<file path="src/rtl/swi_pkg.sv">
package swi_pkg;
    typedef enum logic {
        HS_IDLE   = 1'b0,
        HS_RAISED = 1'b1
    } hart_state_e;

    localparam logic [1:0] SZ_WORD    = 2'd2;
    localparam int unsigned BUS_W     = 32;
    localparam int unsigned MAX_HARTS = 8;
endpackage

</file>
<file path="src/rtl/swi_addr_decode.sv">
module swi_addr_decode #(
    parameter int unsigned NUM_HARTS = 4,
    parameter int unsigned ADDR_W    = 12
) (
    input  logic                 clk,
    input  logic                 rst_n,
    input  logic                 req_valid,
    input  logic                 req_write,
    input  logic [1:0]           req_size,
    input  logic [ADDR_W-1:0]    req_addr,
    output logic                 hit,
    output logic [NUM_HARTS-1:0] wr_sel,
    output logic [NUM_HARTS-1:0] rd_sel
);
    import swi_pkg::*;

    localparam int unsigned IDX_W = ADDR_W - 2;
    localparam logic [IDX_W-1:0] HART_LIMIT = IDX_W'(NUM_HARTS);

    logic [IDX_W-1:0] word_idx;

    always_comb begin
        word_idx = req_addr[ADDR_W-1:2];
        hit = req_valid && (req_size == SZ_WORD) &&
              (req_addr[1:0] == 2'b00) && (word_idx < HART_LIMIT);
    end

    for (genvar h = 0; h < NUM_HARTS; h++) begin : g_sel
        localparam logic [IDX_W-1:0] MY_IDX = IDX_W'(h);
        always_comb begin
            wr_sel[h] = hit && req_write  && (word_idx == MY_IDX);
            rd_sel[h] = hit && !req_write && (word_idx == MY_IDX);
        end
    end

    // at most one hart addressed per request
    p_onehot_sel_r2: assert property (@(posedge clk) disable iff (!rst_n)
        $onehot0(wr_sel | rd_sel));
    // rejected access selects nobody
    p_reject_none_r8: assert property (@(posedge clk) disable iff (!rst_n)
        !hit |-> ((wr_sel | rd_sel) == '0));
endmodule

</file>
<file path="src/rtl/swi_hart_cell.sv">
module swi_hart_cell #(
    parameter bit SUPERVISOR = 1'b0
) (
    input  logic clk,
    input  logic rst_n,
    input  logic wr_en,
    input  logic wr_bit,
    output logic irq_o,
    output logic pend_o
);
    import swi_pkg::*;

    hart_state_e state_q, state_d;

    always_ff @(posedge clk or negedge rst_n) begin
        if (!rst_n) state_q <= HS_IDLE;
        else        state_q <= state_d;
    end

    generate
        if (SUPERVISOR) begin : g_pulse
            always_comb begin
                state_d = state_q;
                unique case (state_q)
                    HS_IDLE:   if (wr_en && wr_bit)    state_d = HS_RAISED;
                    HS_RAISED: if (!(wr_en && wr_bit)) state_d = HS_IDLE;
                    default:                           state_d = HS_IDLE;
                endcase
            end
        end else begin : g_level
            always_comb begin
                state_d = state_q;
                unique case (state_q)
                    HS_IDLE:   if (wr_en && wr_bit)  state_d = HS_RAISED;
                    HS_RAISED: if (wr_en && !wr_bit) state_d = HS_IDLE;
                    default:                         state_d = HS_IDLE;
                endcase
            end
        end
    endgenerate

    always_comb begin
        irq_o  = (state_q == HS_RAISED);
        pend_o = SUPERVISOR ? 1'b0 : (state_q == HS_RAISED);
    end

    // a write of 1 raises the output next cycle
    p_set_r3: assert property (@(posedge clk) disable iff (!rst_n)
        (wr_en && wr_bit) |=> irq_o);

    generate
        if (SUPERVISOR) begin : g_pulse_chk
            // the pulse lasts one cycle unless renewed
            p_single_pulse_r6: assert property (@(posedge clk) disable iff (!rst_n)
                !(wr_en && wr_bit) |=> !irq_o);
        end else begin : g_level_chk
            // a write of 0 clears the level
            p_clear_r4: assert property (@(posedge clk) disable iff (!rst_n)
                (wr_en && !wr_bit) |=> !irq_o);
            // without a write the level holds
            p_hold_r9: assert property (@(posedge clk) disable iff (!rst_n)
                !wr_en |=> $stable(irq_o));
        end
    endgenerate
endmodule

</file>
<file path="src/rtl/swi_unit.sv">
module swi_unit #(
    parameter int unsigned NUM_HARTS  = 4,
    parameter bit          SUPERVISOR = 1'b0,
    parameter int unsigned ADDR_W     = 12
) (
    input  logic                 clk,
    input  logic                 rst_n,
    input  logic                 req_valid,
    input  logic                 req_write,
    input  logic [1:0]           req_size,
    input  logic [ADDR_W-1:0]    req_addr,
    input  logic [31:0]          req_wdata,
    output logic                 rsp_valid,
    output logic [31:0]          rsp_rdata,
    output logic [NUM_HARTS-1:0] irq_o
);
    import swi_pkg::*;

    logic                 hit;
    logic [NUM_HARTS-1:0] wr_sel;
    logic [NUM_HARTS-1:0] rd_sel;
    logic [NUM_HARTS-1:0] pend_vec;
    logic                 rd_bit;

    swi_addr_decode #(
        .NUM_HARTS (NUM_HARTS),
        .ADDR_W    (ADDR_W)
    ) u_decode (
        .clk       (clk),
        .rst_n     (rst_n),
        .req_valid (req_valid),
        .req_write (req_write),
        .req_size  (req_size),
        .req_addr  (req_addr),
        .hit       (hit),
        .wr_sel    (wr_sel),
        .rd_sel    (rd_sel)
    );

    for (genvar h = 0; h < NUM_HARTS; h++) begin : g_hart
        swi_hart_cell #(
            .SUPERVISOR (SUPERVISOR)
        ) u_cell (
            .clk    (clk),
            .rst_n  (rst_n),
            .wr_en  (wr_sel[h]),
            .wr_bit (req_wdata[0]),
            .irq_o  (irq_o[h]),
            .pend_o (pend_vec[h])
        );
    end

    always_comb rd_bit = |(rd_sel & pend_vec);

    always_ff @(posedge clk or negedge rst_n) begin
        if (!rst_n) begin
            rsp_valid <= 1'b0;
            rsp_rdata <= '0;
        end else begin
            rsp_valid <= req_valid;
            rsp_rdata <= {{(BUS_W-1){1'b0}}, rd_bit};
        end
    end

    // each request is answered on the following cycle
    p_resp_follow_r5: assert property (@(posedge clk) disable iff (!rst_n)
        req_valid |=> rsp_valid);
    p_no_spurious_r5: assert property (@(posedge clk) disable iff (!rst_n)
        !req_valid |=> (!rsp_valid && rsp_rdata == '0));
    // rejected accesses read zero
    p_reject_zero_r8: assert property (@(posedge clk) disable iff (!rst_n)
        (req_valid && !hit) |=> (rsp_rdata == '0));
    // reads leave every output alone
    p_read_quiet_r9: assert property (@(posedge clk) disable iff (!rst_n)
        (req_valid && !req_write && !SUPERVISOR) |=> $stable(irq_o));
endmodule

</file>
<file path="config.mk">
export PLATFORM = sky130hd
export DESIGN_NAME = swi_unit
export DESIGN_NICKNAME = d
export VERILOG_FILES = /design/src/rtl/swi_pkg.sv /design/src/rtl/swi_addr_decode.sv /design/src/rtl/swi_hart_cell.sv /design/src/rtl/swi_unit.sv
export SDC_FILE = /design/constraint.sdc
export NUM_CORES = 1
export LEC_CHECK = 0
export BUFFER_PORTS_ARGS = -buffer_cell sky130_fd_sc_hd__buf_2
export CORE_MARGIN = 2
export CORE_UTILIZATION = 31
export CTS_BUF_LIST = sky130_fd_sc_hd__clkbuf_16
export DETAILED_ROUTE_END_ITERATION = 8
export GPL_TIMING_DRIVEN = 0
export PLACE_DENSITY = 0.88
export SYNTH_ARGS = -nofsm -noshare
export SYNTH_HDL_FRONTEND = slang
export SYNTH_SLANG_ARGS = --single-unit
</file>
<file path="constraint.sdc">
create_clock -name clk -period 2.9 [get_ports clk]
set_input_delay 0.145 -clock clk [delete_from_list [all_inputs] [get_ports clk]]
set_output_delay 0.145 -clock clk [all_outputs]
set_load 0.05 [all_outputs]
</file>
==> results.yml <==
yosys:
  synth_top_flop_cell: "dfrtp_1"
  synth_top_area_share_pct: 43.9
  yosysMostFrequentCell: "buf_4"
  synth_area_per_cell_um2: 9.49
  ys_ff_latch: 6
  yosys.area.top_type: "buf_4"
  yosys-top-cells-count: "buf_4, dfrtp_1, mux2_1, nor2_1"
  synth.distinct_cells: 16
  ys_warn_count: 0
  synth-seq-area-share_pct: 25.1
  netlist_instances: 63
  synth_edf_count: 0
  syn_area_um2: 598
  async_reset_ff_share_pct: 100
  yosys-top-cells-area: "buf_4, dfrtp_1, mux2_1"
worst_setup_path:
  path_buf_inv: 0
  slowest_delay_ns: 0.48
  slowest_stage: "mux4_2"
  path_delay_family: "multiplexers"
  arrival_ns: 1.30
  crit_cells: 2
  path_cells: "mux4_2 > and4_1"
  reg2reg_depth: 2
  critPathRequiredTime_ns: 3.01
  startpoint_type: "flop"
  reg2reg_slack_ns: 1.71
  cp-end-kind: "flop"
  crit_fanout: 3
  path_class: "reg -> reg"
timing:
  period_needed_ns: 1.19
  grt_setup_unrepaired: "false"
  timing.setup.tns_ns: 0
  finClkSkew_ns: 0.000406
  fmax_mhz: 840
  hold_viol_final: 0
  setup_ws_ns: 1.71
  drv_slew: 0
  setup_violations: 0
  finalCritPeriodShare_pct: 41.1
clock_tree:
  cts_tree: "done"
  clk_pin_slew_ns: 0.03
  clockBufferDepth: 2
  post_cts_buffers: 0
  postCtsResizedCells: 0
  root_buffer: "clkbuf_16"
  clock_sinks: 6
  h-tree-depth: 1
  clk_latency_ns: 0.23
  ctsHoldBuffers: 1
  cts_inserted_buffers: 3
power:
  p_leak_nw: 0.585
  intPower_mw: 0.304
  cellPowerDensity_nw_per_um2: 480
  p_seq_share_pct: 18.7
  p_sw_mw: 0.151
  peakVddDrop_v: 0.000233
  power_frac_clock_pct: 48.5
  switching_share_pct: 33.2
  power.total_mw: 0.455
  pwr-share-comb_pct: 32.8
floorplan:
  die-width_um: 47.9
  die_area_um2: 2300
  coreArea_um2: 1760
  initial_core_util_pct: 33.9
  die_y_um: 47.9
  core.rowCount: 15
  io_pins: 87
place:
  place.gp.congestion: 0.735
  place_ws_ns: 1.53
  io_buffers: 24
  hpwlAfterDp_um: 1130
routing:
  postRouteAntennaNets: 0
  drt_iter0_drc: 6
  wirelength_um: 1230
  drc: 0
  avgRoutedWirePerCell_um: 8.43
  drt_pass1_iterations: 4
  vias_per_cell: 3.53
  vias: 516
finish:
  n_fill_cell: 193
  drive_gt1_share_pct: 53.7
  fin_nets: 173
  syn_to_final_growth_pct: 58.4
  n_antenna_cell: 0
global_routing:
  grt_pass1_wl_um: 1520
  overflow: 0
  grt_pass1_vias: 393
  grt_start_max_net_pins: 7
  antenna_found_initial: 0
  grtUsageTotal_pct: 10.1
flow_run:
  maxCapViolCount: 0
min_path:
  hold_depth: 1
  hold_class: "in -> reg"
run_status:
  outcome: "complete, no violations"
-- kinds of logic (layout without fill, tap and decap cells) --
logic type             after synthesis  in the layout  share of synthesized area (%)
AND/OR/NAND/NOR                     15             15                           18.4
other                                1             31                          0.627
flip-flops                           6              6                           25.1
multiplexers                         5              5                           11.3
buffers and inverters               36             64                           44.6
-- per-stage QoR --
stage	cells	hold slack, ns	cell area (um2)	util [%]
6_report	146	0.0328	947	53.7
5_1_grt	146	0.0331	947	53.7
4_1_cts	146	0.0314	947	53.7
3_5_place_dp	142	-0.0270	862	48.9
3_3_place_gp	142	-0.0317	862	48.9
2_1_floorplan	93	-0.151	711	-
-- worst reg2reg max path, stage by stage (launching register included) --
cell and delay [ns]:
dfrtp_1 0.38, mux4_2 0.49, and4_1 0.21
-- power by group through the flow --
stage	Sequential, mW	Combinational (mW)	Clock (mW)
finish	0.0852	0.149	0.220
global route	0.0853	0.156	0.226
CTS	0.0852	0.147	0.224
detailed placement	0.0861	0.146	0
global placement	0.0861	0.145	0
floorplan	0.0888	0.124	0
-- final cells by class --
type                       instances  area, um2  share of cell area [%]
multi-input combinational         51        294                    31.0
buffer                            35        263                    27.7
sequential                         6        150                    15.9
timing repair buffer              25        130                    13.7
clock buffer                       3       75.1                    7.93
tap                               25       31.3                    3.30
inverter                           1       3.75                   0.396
-- cells in the final DEF, fill, tap and decap left out, drive strengths merged --
cell / n
nand4: 2
or4b: 1
and4b: 1
dlygate4sd3: 1
nor4bb: 1
buf: 59
mux2: 4
nor3: 2
conb: 31
clkbuf: 3
dfrtp: 6
nor4: 2
nor2: 4
nor4b: 1
and4: 1
inv: 1
mux4: 1
-- worst paths after layout --
path / from / endpoint
max: flop / rsp_rdata[0]
min: req_valid / rsp_valid
max reg2reg: flop / rsp_rdata[0]
min reg2reg: flop / flop
max in group asynchronous: rst_n / rsp_valid
min in group asynchronous: rst_n / asynchronous set/reset pin
-- metal layers --
layer	up-vias	track usage (%)	routed length (um)	part of all wire, %
li1	267	-	-	-
met1	209	10.9	453	37
met2	36	15.5	591	48
met3	4	3.02	153	12
met4	0	9.73	33	2.7
met5	-	0	0	0
Power figures use the tool's default switching activity.
